### src/rtl/chain_dma_pkg.sv
`timescale 1ns/1ps
package chain_dma_pkg;
  localparam int OFF_W      = 6;
  localparam int DESC_WORDS = 6;

  // word order inside a descriptor in memory
  localparam int SLOT_CFG  = 0;
  localparam int SLOT_SRC  = 1;
  localparam int SLOT_DST  = 2;
  localparam int SLOT_LEN  = 3;
  localparam int SLOT_PARA = 4;
  localparam int SLOT_NEXT = 5;

  localparam logic [OFF_W-1:0] OFF_ENABLE = 6'h00;
  localparam logic [OFF_W-1:0] OFF_PAUSE  = 6'h04;
  localparam logic [OFF_W-1:0] OFF_FIRST  = 6'h08;
  localparam logic [OFF_W-1:0] OFF_CFG    = 6'h0C;
  localparam logic [OFF_W-1:0] OFF_SRC    = 6'h10;
  localparam logic [OFF_W-1:0] OFF_DST    = 6'h14;
  localparam logic [OFF_W-1:0] OFF_CNT    = 6'h18;
  localparam logic [OFF_W-1:0] OFF_PARA   = 6'h1C;

  typedef enum logic [1:0] {ST_IDLE, ST_ISSUE, ST_WAIT, ST_HAND} seq_state_e;

  typedef struct packed {
    logic       fixed;
    logic [4:0] beats;
    logic [2:0] bytes;
  } side_dec_t;

  function automatic logic [4:0] burst_beats(input logic [1:0] code);
    case (code)
      2'd0:    return 5'd1;
      2'd2:    return 5'd8;
      default: return 5'd0;
    endcase
  endfunction

  function automatic logic [2:0] width_bytes(input logic [1:0] code);
    case (code)
      2'd0:    return 3'd1;
      2'd1:    return 3'd2;
      2'd2:    return 3'd4;
      default: return 3'd0;
    endcase
  endfunction

  function automatic side_dec_t decode_side(input logic [15:0] half);
    side_dec_t d;
    d.fixed = half[5];
    d.beats = burst_beats(half[8:7]);
    d.bytes = width_bytes(half[10:9]);
    return d;
  endfunction
endpackage

### src/rtl/chain_dma_regs.sv
`timescale 1ns/1ps
module chain_dma_regs
  import chain_dma_pkg::*;
#(
  parameter int AW = 32,
  parameter int DW = 32
) (
  input  logic             clk,
  input  logic             rst,
  input  logic             wr_en,
  input  logic [OFF_W-1:0] wr_off,
  input  logic [DW-1:0]    wr_data,
  input  logic [OFF_W-1:0] rd_off,
  input  logic             busy,
  input  logic [DW-1:0]    cur_cfg,
  input  logic [DW-1:0]    cur_src,
  input  logic [DW-1:0]    cur_dst,
  input  logic [DW-1:0]    cur_cnt,
  input  logic [DW-1:0]    cur_para,
  output logic             start_pulse,
  output logic             stop_pulse,
  output logic             paused,
  output logic [AW-1:0]    first_addr,
  output logic [DW-1:0]    rd_data
);
  logic en_wr, pause_wr;

  assign en_wr       = wr_en && (wr_off == OFF_ENABLE);
  assign pause_wr    = wr_en && (wr_off == OFF_PAUSE);
  assign start_pulse = en_wr && wr_data[0] && !busy;
  assign stop_pulse  = en_wr && !wr_data[0];

  always_ff @(posedge clk) begin
    if (rst) begin
      paused     <= 1'b0;
      first_addr <= '0;
    end else begin
      if (stop_pulse)    paused <= 1'b0;
      else if (pause_wr) paused <= wr_data[1];
      if (wr_en && (wr_off == OFF_FIRST)) first_addr <= wr_data[AW-1:0];
    end
  end

  always_ff @(posedge clk) begin
    if (rst) begin
      rd_data <= '0;
    end else begin
      case (rd_off)
        OFF_ENABLE: rd_data <= {{(DW-1){1'b0}}, busy};
        OFF_PAUSE:  rd_data <= {{(DW-2){1'b0}}, paused, 1'b0};
        OFF_FIRST:  rd_data <= DW'(first_addr);
        OFF_CFG:    rd_data <= cur_cfg;
        OFF_SRC:    rd_data <= cur_src;
        OFF_DST:    rd_data <= cur_dst;
        OFF_CNT:    rd_data <= cur_cnt;
        OFF_PARA:   rd_data <= cur_para;
        default:    rd_data <= '0;
      endcase
    end
  end
endmodule

### src/rtl/chain_dma_seq.sv
`timescale 1ns/1ps
module chain_dma_seq
  import chain_dma_pkg::*;
#(
  parameter int            AW       = 32,
  parameter int            DW       = 32,
  parameter int            ADV_W    = 8,
  parameter logic [AW-1:0] END_MARK = 32'hFFFF_F800
) (
  input  logic             clk,
  input  logic             rst,
  input  logic             start,
  input  logic             stop,
  input  logic             paused,
  input  logic [AW-1:0]    first_addr,
  output logic             mem_req,
  output logic [AW-1:0]    mem_addr,
  input  logic             mem_rvalid,
  input  logic [DW-1:0]    mem_rdata,
  output logic             xfer_valid,
  input  logic             xfer_done,
  input  logic             xfer_adv,
  input  logic [ADV_W-1:0] xfer_adv_bytes,
  output logic             busy,
  output logic [DW-1:0]    cur_cfg,
  output logic [DW-1:0]    cur_src,
  output logic [DW-1:0]    cur_dst,
  output logic [DW-1:0]    cur_cnt,
  output logic [DW-1:0]    cur_para,
  output logic             desc_evt,
  output logic             chain_evt
);
  localparam int IDX_W = $clog2(DESC_WORDS);
  localparam logic [IDX_W-1:0] IDX_LAST = IDX_W'(DESC_WORDS - 1);

  seq_state_e       st_q;
  logic [IDX_W-1:0] idx_q;
  logic [AW-1:0]    ptr_q;
  logic [DW-1:0]    word_q [DESC_WORDS];
  logic             take_word, accept, at_end, adv_now;
  logic [AW-1:0]    next_ptr;

  assign take_word = (st_q == ST_WAIT) && mem_rvalid && !stop;
  assign accept    = (st_q == ST_HAND) && !paused && xfer_done;
  assign adv_now   = (st_q == ST_HAND) && xfer_adv && !stop;
  assign next_ptr  = word_q[SLOT_NEXT][AW-1:0];
  assign at_end    = (next_ptr == END_MARK);

  always_ff @(posedge clk) begin
    if (rst) begin
      st_q      <= ST_IDLE;
      idx_q     <= '0;
      ptr_q     <= '0;
      desc_evt  <= 1'b0;
      chain_evt <= 1'b0;
    end else begin
      desc_evt  <= 1'b0;
      chain_evt <= 1'b0;
      if (stop) begin
        st_q <= ST_IDLE;
      end else begin
        case (st_q)
          ST_IDLE: if (start) begin
            ptr_q <= {first_addr[AW-1:2], 2'b00};
            idx_q <= '0;
            st_q  <= ST_ISSUE;
          end
          ST_ISSUE: if (!paused) st_q <= ST_WAIT;
          ST_WAIT: if (mem_rvalid) begin
            if (idx_q == IDX_LAST) begin
              st_q <= ST_HAND;
            end else begin
              idx_q <= idx_q + 1'b1;
              st_q  <= ST_ISSUE;
            end
          end
          ST_HAND: if (accept) begin
            desc_evt <= 1'b1;
            if (at_end) begin
              chain_evt <= 1'b1;
              st_q      <= ST_IDLE;
            end else begin
              ptr_q <= {next_ptr[AW-1:2], 2'b00};
              idx_q <= '0;
              st_q  <= ST_ISSUE;
            end
          end
          default: st_q <= ST_IDLE;
        endcase
      end
    end
  end

  for (genvar g = 0; g < DESC_WORDS; g++) begin : g_slot
    logic [DW-1:0] w_q;
    if (g == SLOT_LEN) begin : g_count
      always_ff @(posedge clk) begin
        if (rst) begin
          w_q <= '0;
        end else if (take_word && (idx_q == IDX_W'(g))) begin
          w_q <= mem_rdata;
        end else if (adv_now) begin
          w_q <= (w_q < DW'(xfer_adv_bytes)) ? '0 : w_q - DW'(xfer_adv_bytes);
        end
      end
    end else begin : g_plain
      always_ff @(posedge clk) begin
        if (rst) begin
          w_q <= '0;
        end else if (take_word && (idx_q == IDX_W'(g))) begin
          w_q <= mem_rdata;
        end
      end
    end
    assign word_q[g] = w_q;
  end

  assign mem_req    = (st_q == ST_ISSUE) && !paused;
  assign mem_addr   = ptr_q + AW'({idx_q, 2'b00});
  assign xfer_valid = (st_q == ST_HAND) && !paused;
  assign busy       = (st_q != ST_IDLE);
  assign cur_cfg    = word_q[SLOT_CFG];
  assign cur_src    = word_q[SLOT_SRC];
  assign cur_dst    = word_q[SLOT_DST];
  assign cur_cnt    = word_q[SLOT_LEN];
  assign cur_para   = word_q[SLOT_PARA];
endmodule

### src/rtl/chain_dma_fetch.sv
`timescale 1ns/1ps
module chain_dma_fetch
  import chain_dma_pkg::*;
#(
  parameter int            AW       = 32,
  parameter int            DW       = 32,
  parameter int            ADV_W    = 8,
  parameter logic [AW-1:0] END_MARK = 32'hFFFF_F800
) (
  input  logic             clk,
  input  logic             rst,
  input  logic             cfg_wr_en,
  input  logic [OFF_W-1:0] cfg_wr_off,
  input  logic [DW-1:0]    cfg_wr_data,
  input  logic [OFF_W-1:0] cfg_rd_off,
  output logic [DW-1:0]    cfg_rd_data,
  output logic             mem_req,
  output logic [AW-1:0]    mem_addr,
  input  logic             mem_rvalid,
  input  logic [DW-1:0]    mem_rdata,
  output logic             xfer_valid,
  output logic [DW-1:0]    xfer_cfg,
  output logic [DW-1:0]    xfer_src,
  output logic [DW-1:0]    xfer_dst,
  output logic [DW-1:0]    xfer_len,
  output logic             xfer_src_fixed,
  output logic [4:0]       xfer_src_beats,
  output logic [2:0]       xfer_src_bytes,
  output logic             xfer_dst_fixed,
  output logic [4:0]       xfer_dst_beats,
  output logic [2:0]       xfer_dst_bytes,
  input  logic             xfer_adv,
  input  logic [ADV_W-1:0] xfer_adv_bytes,
  input  logic             xfer_done,
  output logic             desc_evt,
  output logic             chain_evt
);
  logic          start_w, stop_w, paused_w, busy_w;
  logic [AW-1:0] first_w;
  logic [DW-1:0] cfg_w, src_w, dst_w, cnt_w, para_w;
  side_dec_t     src_dec, dst_dec;

  chain_dma_regs #(.AW(AW), .DW(DW)) u_regs (
    .clk(clk), .rst(rst),
    .wr_en(cfg_wr_en), .wr_off(cfg_wr_off), .wr_data(cfg_wr_data),
    .rd_off(cfg_rd_off), .busy(busy_w),
    .cur_cfg(cfg_w), .cur_src(src_w), .cur_dst(dst_w), .cur_cnt(cnt_w), .cur_para(para_w),
    .start_pulse(start_w), .stop_pulse(stop_w), .paused(paused_w),
    .first_addr(first_w), .rd_data(cfg_rd_data)
  );

  chain_dma_seq #(.AW(AW), .DW(DW), .ADV_W(ADV_W), .END_MARK(END_MARK)) u_seq (
    .clk(clk), .rst(rst),
    .start(start_w), .stop(stop_w), .paused(paused_w), .first_addr(first_w),
    .mem_req(mem_req), .mem_addr(mem_addr), .mem_rvalid(mem_rvalid), .mem_rdata(mem_rdata),
    .xfer_valid(xfer_valid), .xfer_done(xfer_done),
    .xfer_adv(xfer_adv), .xfer_adv_bytes(xfer_adv_bytes),
    .busy(busy_w),
    .cur_cfg(cfg_w), .cur_src(src_w), .cur_dst(dst_w), .cur_cnt(cnt_w), .cur_para(para_w),
    .desc_evt(desc_evt), .chain_evt(chain_evt)
  );

  assign src_dec        = decode_side(cfg_w[15:0]);
  assign dst_dec        = decode_side(cfg_w[31:16]);
  assign xfer_cfg       = cfg_w;
  assign xfer_src       = src_w;
  assign xfer_dst       = dst_w;
  assign xfer_len       = cnt_w;
  assign xfer_src_fixed = src_dec.fixed;
  assign xfer_src_beats = src_dec.beats;
  assign xfer_src_bytes = src_dec.bytes;
  assign xfer_dst_fixed = dst_dec.fixed;
  assign xfer_dst_beats = dst_dec.beats;
  assign xfer_dst_bytes = dst_dec.bytes;
endmodule

### config.mk
export PLATFORM = sky130hd
export DESIGN_NAME = chain_dma_fetch
export DESIGN_NICKNAME = d
export VERILOG_FILES = /design/src/rtl/chain_dma_pkg.sv /design/src/rtl/chain_dma_regs.sv /design/src/rtl/chain_dma_seq.sv /design/src/rtl/chain_dma_fetch.sv
export SDC_FILE = /design/constraint.sdc
export NUM_CORES = 1
export LEC_CHECK = 0
export ABC_AREA = 1
export BUFFER_PORTS_ARGS = -buffer_cell sky130_fd_sc_hd__buf_4
export CAP_MARGIN = 5
export CORE_ASPECT_RATIO = 0.9
export CORE_MARGIN = 2
export CORE_UTILIZATION = 40
export CTS_BUF_LIST = sky130_fd_sc_hd__clkbuf_2 sky130_fd_sc_hd__clkbuf_4 sky130_fd_sc_hd__clkbuf_8
export CTS_CLUSTER_SIZE = 25
export DETAILED_ROUTE_END_ITERATION = 10
export GPL_ROUTABILITY_DRIVEN = 0
export PLACE_DENSITY_LB_ADDON = 0.12
export RECOVER_POWER = 50
export SLEW_MARGIN = 10
export SYNTH_ARGS = -nofsm -noshare
export SYNTH_HDL_FRONTEND = slang
export SYNTH_SLANG_ARGS = --single-unit
### constraint.sdc
create_clock -name clk -period 2.85 [get_ports clk]
set_input_delay 0.285 -clock clk [delete_from_list [all_inputs] [get_ports clk]]
set_output_delay 0.285 -clock clk [all_outputs]
set_load 0.02 [all_outputs]
# --- After elaboration in Yosys (flattened, before gate mapping) ---
# Index checks and enable logic that the tools add are counted.
word_totals:
  wordCells: 119
  output_inout_bits: 214
  regBits: 296
  input_bits: 90
classes:
  n_eq_ne: 30
  muxes: 27
  n_reduce_logical: 41
  order_cmp: 1
  bitwise_logic: 3
  addsub: 3
ops:
  columns: ["operator", "count"]
  rows:
  - ["$pmux W32 S8", 1]
  - ["$mux W32", 6]
  - ["$pmux W32 S2", 1]
  - ["$add A32 B5 Y32", 1]
  - ["$eq A32 B32 Y1 const B", 1]
  - ["$lt A32 B8 Y1", 1]
  - ["$sub A32 B8 Y32", 1]
  - ["$pmux W3 S3", 3]
  - ["$eq A6 B5 Y1 const B", 4]
  - ["$logic_and A1 B1 Y1", 19]
  - ["$eq A6 B4 Y1 const B", 3]
  - ["$pmux W4 S2", 2]
  - ["$mux W3", 5]
  - ["$eq A2 B2 Y1 const B", 6]
  - ["$eq A6 B3 Y1 const B", 2]
  - ["$logic_not A6 Y1", 2]
  - ["$logic_not A2 Y1", 5]
  - ["$mux W2", 5]
  - ["$ne A2 B2 Y1 const B", 5]
  - ["$pmux W2 S4", 1]
  - ["$reduce_and A7 Y1", 1]
  - ["$eq A2 B1 Y1 const B", 3]
  - ["$eq A3 B2 Y1 const B", 2]
  - ["$eq A3 B3 Y1 const B", 2]
  - ["other kinds (14)", 23]

# --- Longest topological paths before layout ---
# Gate-level depths: netlist of run 1.
logic_depth:
  word_depth: 7
  mapped_depth: 14
  mapped_depth_nobuf: 14

# --- Cells and area by module ---
# A second synthesis of run 1 with hierarchy kept.
unflattened:
  cells_unflattened: 2211
  hier_area_um2: 15026.9
modules_own_cells:
  columns: ["mod", "area_per_inst_um2", "instances", "seq_area_each_um2", "cells_per_inst"]
  rows:
  - ["chain_dma_seq", 10854.2, 1, 4584.4, 1551]
  - ["chain_dma_regs", 4048.9, 1, 1301.2, 635]
  - ["chain_dma_fetch", 123.9, 1, 0.0, 25]

# --- Worst setup path before layout of run 1 ---
# OpenSTA, ideal clock, no wires.
synth_path:
  path_type: "reg2out"
  from: "register u_seq.idx_q[0]"
  to: "output mem_addr[24]"
  stages_incl_launch_ff: 12
  path_buffers: 0
  setup_slack_ps: 402
  required_time_ps: 2565
  arrival_ps: 2163
  path_cell_list: "dfxtp_1 -> ha_1 -> inv_1 -> fa_1 -> nor2_1 -> o21ai_1 -> nor3_2 -> nand2_1 -> nor2_4 -> nand2_1 -> nor2_1 -> xor2_1"
synth_via:
  elab_chain_len: 1
synth_rtl:
  columns: ["element", "line_no", "text"]
  rows:
  - ["from (decl)", "chain_dma_seq.sv:37", "logic [IDX_W-1:0] idx_q;"]
  - ["from (signal assigned)", "chain_dma_seq.sv:73", "idx_q <= idx_q + 1'b1;"]
  - ["$add A32 B5 Y32", "chain_dma_seq.sv:119", "assign mem_addr = ptr_q + AW'({idx_q, 2'b00});"]
  - ["to (decl)", "chain_dma_fetch.sv:18", "output logic [AW-1:0] mem_addr,"]
# Every way passes these cells.

# --- Final worst setup path of run 1 ---
layout_path:
  from: "register u_seq.ptr_q[2]"
  to: "output mem_addr[24]"
layout_via:
  elab_chain_len: 1
layout_rtl:
  columns: ["element", "line_no", "text"]
  rows:
  - ["from (decl)", "chain_dma_seq.sv:38", "logic [AW-1:0] ptr_q;"]
  - ["from (signal assigned)", "chain_dma_seq.sv:64", "ptr_q <= {first_addr[AW-1:2], 2'b00};"]
  - ["from (signal assigned)", "chain_dma_seq.sv:83", "ptr_q <= {next_ptr[AW-1:2], 2'b00};"]
  - ["$add A32 B5 Y32", "chain_dma_seq.sv:119", null]
# Every way passes these cells.

==> flow_summary.toml, run 1 <==
[finish]
final_area_um2 = 17590
regArea_um2 = 5891
fillers = 3684
multi_input_area_um2 = 6754
nets = 2444
diodes = 0
drive_gt1_share_pct = 12.83
area_growth_pct = 22.41
layout_common_cells = "inv_1 (320), nand2_1 (291), dfxtp_1 (290)"
final_common_cell = "inv_1"

[run]
max-cap-violations = 0

[grt]
grt.met1_usage_pct = 39.64
grt_busiest_layer = "met2"
grt_antenna_before_repair = 0
grt_use_met2_pct = 40.97
grt_max_degree = 94
grt_overflow_total = 0
grt_pass1_vias = 13400
grt_use_total_pct = 27.10
use_met3_pct = 4.041
grt_pass1_wl_um = 78540

[synthesis]
yosysTopAreaCellShare_pct = 40.97
synth_compound_area_share_pct = 20.70
synth_mux_area_share_pct = 0
synthArstFlopShare_pct = 0
synth_seq_cells = 294
synth_warnings = 0
syn-cell-area_um2 = 14370
synth_top_family_by_area = "simple AND/OR/NAND/NOR gates"
synth-seq-area-share_pct = 40.97
ys_top_cells_by_area = "dfxtp_1 (41%), inv_1 (8.4%), a21oi_1 (8.0%)"
syn-instance-count = 2042
synth_top_area_cell = "dfxtp_1"
synthFlopType = "dfxtp_1"
synth_enable_flop_cells = 0
yosysUniqueCellTypes = 46
yosys.area_share.simple_pct = 21.39
synth-adder-area-share_pct = 2.108
avgSynthCellArea_um2 = 7.035
synthXorXnorAreaFrac_pct = 2.195

[worst_setup_path]
end_kind = "primary output"
start_kind = "flip-flop"
crit_start = "u_seq.ptr_q[2]$_SDFFE_PP0P_"
crit_chain = "ha_4 > inv_2 > fa_2 > nor2_4 > o21ai_2 > nor3_2 > nand2_2 > nor2_4 > nand2_2 > nor2_2 > xor2_1 > buf_4"
cp_max_fo = 5
r2r_start = "u_seq.st_q[0]$_SDFFE_PP0P_"
crit_arrival_ns = 2.60
max_stage_delay_ns = 0.36
required_ns = 2.57
crit_slowest_cell = "dfxtp_2"
crit_type = "reg -> out"

[pwr]
cellLeakagePower_uw = 0.007068
worst_ir_drop_vdd_mv = 0.3923
total_power_uw = 9479
power_density_nw_per_um2 = 539.0

[routing]
drc = 0
ant_nets = 0
vias = 14640
wire_per_inst_um = 18.51
drt-initial-drc-count = 1280
viasPerCell = 5.160
drt_pre_antenna_iters = 5
routed_wl_um = 52530

[die]
num_io_pins = 304
coreArea_um2 = 35220
start_util_pct = 40.80
design.die.area_um2 = 37450
die_w_um = 203.8
rows = 65
die_y_um = 183.8

[sta]
drv_slew = 0
relSlewSlack_pct = 6.324
worst_pin_slew_ns = 1.405
fin_ws_ns = -0.03084
finalHoldViolations = 0
setup_violations = 3
finClkSkew_ns = 0.01423
max_freq_ghz = 0.3471
fin_crit_sh_pct = 101.1
rsz0062_at_grt = "true"
min_period_ns = 2.881

[place]
hpwl_um = 37650
preCtsSetupSlack_ns = 0.2443
port_buffers = 295
place_area_um2 = 16820

[clock_tree]
clock-root-buffer = "clkbuf_8"
insertion_delay_ns = 0.58
path_clk_slew_ns = 0.06
clockBufferDepth = 3
clock-sinks = 294
ctsHtreeMaxLevel = 2
cts_buffers = 51
cts_tree = "done"

[run_status]
violations = "setup timing"
status = "finished, violations left"

[min_path]
hold_start = "cfg_wr_data[24]"
hold_path_class = "in -> reg"
[Yosys cell counts, types with 2 or more instances]
library cell,number
nor4_1,8
xnor2_1,2
a21oi_1,229
buf_2,30
fa_1,2
nor2_2,4
buf_1,6
inv_1,321
clkbuf_1,63
o22ai_1,93
dfxtp_1,294
or2_1,2
nand3_2,4
buf_4,19
buf_6,2
o21ai_1,16
o21ai_0,216
nand2_1,295
nor3_2,4
nand3_1,77
nand3_4,7
xor2_1,34
inv_2,4
nand2_2,5
a31oi_1,2
nor3_1,43
clkinv_1,3
nor2_1,184
ha_1,21
o21a_1,2
nor2_4,7
nand4_1,29
[cell type report]
class,instances,share of cell area [%]
Clock buffer,81,5.663
Multi-Input combinational cell,1306,38.41
Sequential cell,294,33.50
Timing Repair Buffer,349,11.58
Tap cell,469,3.337
Clock inverter,10,0.4696
Inverter,329,7.051
[where the power goes]
part	internal [uW]	switching [uW]
Combinational	412	698
Sequential	4210	85.4
Clock	2300	1780
Total	6920	2560
[sequential cells by signal (all words and copies together), names as in the netlist]
name and flops:
u_seq.desc_evt 1, u_seq.g_slot.w_q 32, u_regs.paused 1, u_seq.ptr_q 30
u_seq.cur_para 32, u_regs.first_addr 32, u_seq.cur_cfg 32, u_seq.cur_src 32
u_seq.cur_cnt 32, u_regs.rd_data 32, u_seq.cur_dst 32, u_seq.st_q 2
u_seq.idx_q 3, u_seq.chain_evt 1
[cell families (layout without fill, tap and decap cells)]
kind of cell / Yosys count / after routing
compound gates: 563 / 563
xor+xnor: 36 / 36
fa+ha+maj: 23 / 23
buf+inv: 449 / 769
flops: 294 / 294
other cells: 1 / 8
simple gates: 676 / 676
[what timing repair did]
| item | 4_1_cts | 5_1_grt |
|---|---|---|
| gates cloned | 0 | 0 |
| setup endpoints to repair | 14 | 15 |
| hold endpoints to repair | 20 | 0 |
| setup buffers | 9 | 6 |
| pin swaps | 7 | 7 |
| gates resized for setup | 21 | 5 |
| hold buffers | 20 | 0 |
[per-layer routing]
| metal | routed length, um | share of wire (%) |
|---|---|---|
| met2 | 22750 | 43 |
| met3 | 4214 | 8.0 |
| met1 | 24350 | 46 |
| met5 | 0 | 0 |
| met4 | 1221 | 2.3 |
[metrics by stage]
stage                     hold WS [ns]  std cells  util, %  TNS [ns]
after CTS                    0.0004792       2832    51.80   -0.2842
after global placement          0.4381       2712    47.76         0
after detailed placement        0.4435       2712    47.76         0
after floorplan                 0.4199       2049        -         0
final                         0.004166       2838    49.94  -0.08425
after global routing          0.008869       2838    49.94    -1.218
[worst paths after layout]
path / to / slack [ns] / cells after the start
worst min-delay path: u_regs.first_addr[24]$_SDFFE_PP0P_ / 0.004 / 3
worst max-delay path: mem_addr[24] / -0.03 / 12
worst min register to register: u_seq.cur_para[11]$_SDFFE_PP0P_ / 0.45 / 2
worst max register to register: u_seq.g_slot[5].w_q[30]$_SDFFE_PP0P_ / 0.43 / 10
[worst max-delay path, delay by kind of cell (launching register included)]
family	cells	cell delay, ns
xor gates and xnor gates	1	0.15
buffers and inverters	2	0.18
adders and majority gates	2	0.50
AOI/OAI and AO/OA	1	0.08
and+or+nand+nor	6	0.74
DFF	1	0.36
Power figures use the tool's default switching activity.
==> inputs of run 2 (changes only) <==
--- a/config.mk
+++ b/config.mk
@@ -5,7 +5,6 @@
 export SDC_FILE = /design/constraint.sdc
 export NUM_CORES = 1
 export LEC_CHECK = 0
-export ABC_AREA = 1
 export BUFFER_PORTS_ARGS = -buffer_cell sky130_fd_sc_hd__buf_4
 export CAP_MARGIN = 5
 export CORE_ASPECT_RATIO = 0.9
==> flow_summary.toml, run 2 <==
[synthesis]
synthTopCellsByCount = "nand2_1 (420), dfxtp_1 (294), a21oi_1 (250)"
yosys.area_share.simple_pct = 20.71
synth-adder-area-share_pct = 2.311
synthXorXnorAreaFrac_pct = 2.474
synthArstFlopShare_pct = 0
synth_warnings = 0
synth_top_area_cell = "dfxtp_1"
yosysTopAreaCellShare_pct = 44.93
synth_top_family_by_area = "compound AO/OA/AOI/OAI gates"
ys_top_cells_by_area = "dfxtp_1 (45%), nand2_1 (12%), a21oi_1 (9.6%)"
synth_seq_cells = 294
synthFlopType = "dfxtp_1"
syn-instance-count = 1621
synth_enable_flop_cells = 0
yosysMostFrequentCell = "nand2_1"
synth-seq-area-share_pct = 44.93
avgSynthCellArea_um2 = 8.081
synth_compound_area_share_pct = 21.80
yosysUniqueCellTypes = 60
synth_mux_area_share_pct = 2.693
syn-cell-area_um2 = 13100

[run_status]
violations = "DRC, capacitance limit, slew limit"
status = "finished, violations left"

[sta]
holdWs_ns = 0.02738
rsz0062_at_grt = "true"
worst_pin_slew_ns = 1.764
setup_violations = 0
fin_crit_sh_pct = 96.42
finalHoldViolations = 0
max_freq_ghz = 0.3639
min_period_ns = 2.748
relSlewSlack_pct = -17.59
drv_slew = 66
finalSetupTns_ns = 0
finClkSkew_ns = 0.02515

[clock_tree]
clock-root-buffer = "clkbuf_8"
insertion_delay_ns = 0.57
ctsHtreeMaxLevel = 2
cts_buffers = 51
path_clk_slew_ns = 0.07
clock-sinks = 294
clockBufferDepth = 3
cts_tree = "done"

[worst_setup_path]
crit_arrival_ns = 2.46
required_ns = 2.57
start_kind = "flip-flop"
end_kind = "primary output"
r2r_start = "u_seq.cur_cnt[0]$_SDFFE_PP0P_"
crit_start = "u_seq.ptr_q[17]$_SDFFE_PP0P_"
cp_max_fo = 5
crit_type = "reg -> out"

[finish]
nets = 2070
utilization_pct = 52.84
final_common_cell = "nand2_1"
area_growth_pct = 29.55
multi_input_area_um2 = 6764
fillers = 3187
regArea_um2 = 5892
drive_gt1_share_pct = 16.06
layout_common_cells = "nand2_1 (420), dfxtp_1 (291), a21oi_1 (250)"

[routing]
vias = 13690
viasPerCell = 5.682
ant_nets = 0
wire_per_inst_um = 20.91
drt-initial-drc-count = 1676
drc = 4
routed_wl_um = 50360
drt_pre_antenna_iters = 11

[place]
port_buffers = 295
hpwl_um = 35860

[grt]
grt_use_total_pct = 27.92
grt_pass1_vias = 12370
grt_pass1_wl_um = 74510
grt_max_degree = 85
grt_antenna_before_repair = 0
grt_overflow_total = 0

[die]
coreArea_um2 = 32120
die_y_um = 175.7
die_w_um = 194.8
num_io_pins = 304
start_util_pct = 40.79
rows = 62
design.die.area_um2 = 34220

[pwr]
power_density_nw_per_um2 = 578.5
cellLeakagePower_uw = 0.005934
worst_ir_drop_vdd_mv = 0.2436

[min_path]
hold_start = "mem_rdata[30]"
hold_path_class = "in -> reg"

[run]
max-cap-violations = 2
[run 2: changes by cell type in the layout (fill, tap and decap cells not counted), moves of 70 or more]
cell,change
a222oi_1,+70
inv_1,-294
nand2_1,+129
nor2_1,-112
o21ai_0,-205
o22ai_1,-88
[run 2: repair_timing]
action	4_1_cts	5_1_grt
pin swaps	6	10
hold endpoints to repair	51	0
hold buffers	43	0
setup buffers	3	3
gates resized for setup	18	24
endpoints found under the setup margin	13	23
cloned	1	0
[run 2: critical path: stages, from the launching register on]
cell and delay, ns:
dfxtp_1 0.44, nand4_1 0.19, nor3_4 0.28, nand3_1 0.25, nor4_4 0.40, xor2_1 0.20, buf_4 0.17
[run 2: power breakdown]
group | total, uW | leakage (uW) | switching, uW | internal (uW)
registers | 4460 | 0.00237 | 199 | 4260
clock network | 3990 | 0.000565 | 1710 | 2290
logic | 1360 | 0.00300 | 773 | 586
[run 2: layout make-up]
type                       count  area share (%)
antenna                        1         0.01474
tap                          416           3.067
clock buffer                  86           6.163
multi-input combinational   1172           39.86
inverter                      29          0.6414
clock inverter                 2         0.07372
sequential                   294           34.72
timing repair buffer         409           15.47
[run 2: final timing paths]
| path | to | slack [ns] | depth (start not counted) |
|---|---|---|---|
| setup reg to reg | u_seq.cur_cnt[23]$_SDFFE_PP0P_ | 0.15 | 10 |
| hold reg to reg | u_seq.g_slot[5].w_q[0]$_SDFFE_PP0P_ | 0.45 | 2 |
| hold / removal | u_seq.cur_dst[30]$_SDFFE_PP0P_ | 0.03 | 3 |
| setup / recovery | mem_addr[31] | 0.10 | 6 |
[run 2: cell families (layout without fill, tap and decap cells)]
kind of cell | after synthesis | after routing
other | 1 | 9
DFF | 294 | 294
and+or+nand+nor | 627 | 627
buffers and inverters | 162 | 526
AOI/OAI and AO/OA | 442 | 442
muxes | 35 | 35
adders and majority gates | 23 | 23
xor gates and xnor gates | 37 | 37
[run 2: metrics by stage]
step | instance area, um^2 | cells | setup slack, ns | power [uW]
2_1_floorplan | 13130 | 1628 | 0.01065 | 5255
3_3_place_gp | 15920 | 2270 | 0.05332 | 5809
3_5_place_dp | 15920 | 2270 | -0.001147 | 5836
4_1_cts | 17500 | 2405 | -0.004372 | 9851
5_1_grt | 16970 | 2408 | -0.06755 | 10170
6_report | 16970 | 2409 | 0.1020 | 9817
[run 2: layer usage]
layer  vias up  part of all wire (%)  GRT usage, %
li1       6432                     -             -
met1      6494                    46         41.12
met2       651                    42         40.35
met3       112                   8.5         4.800
met4         0                   3.5         11.04
met5         -                     0             0
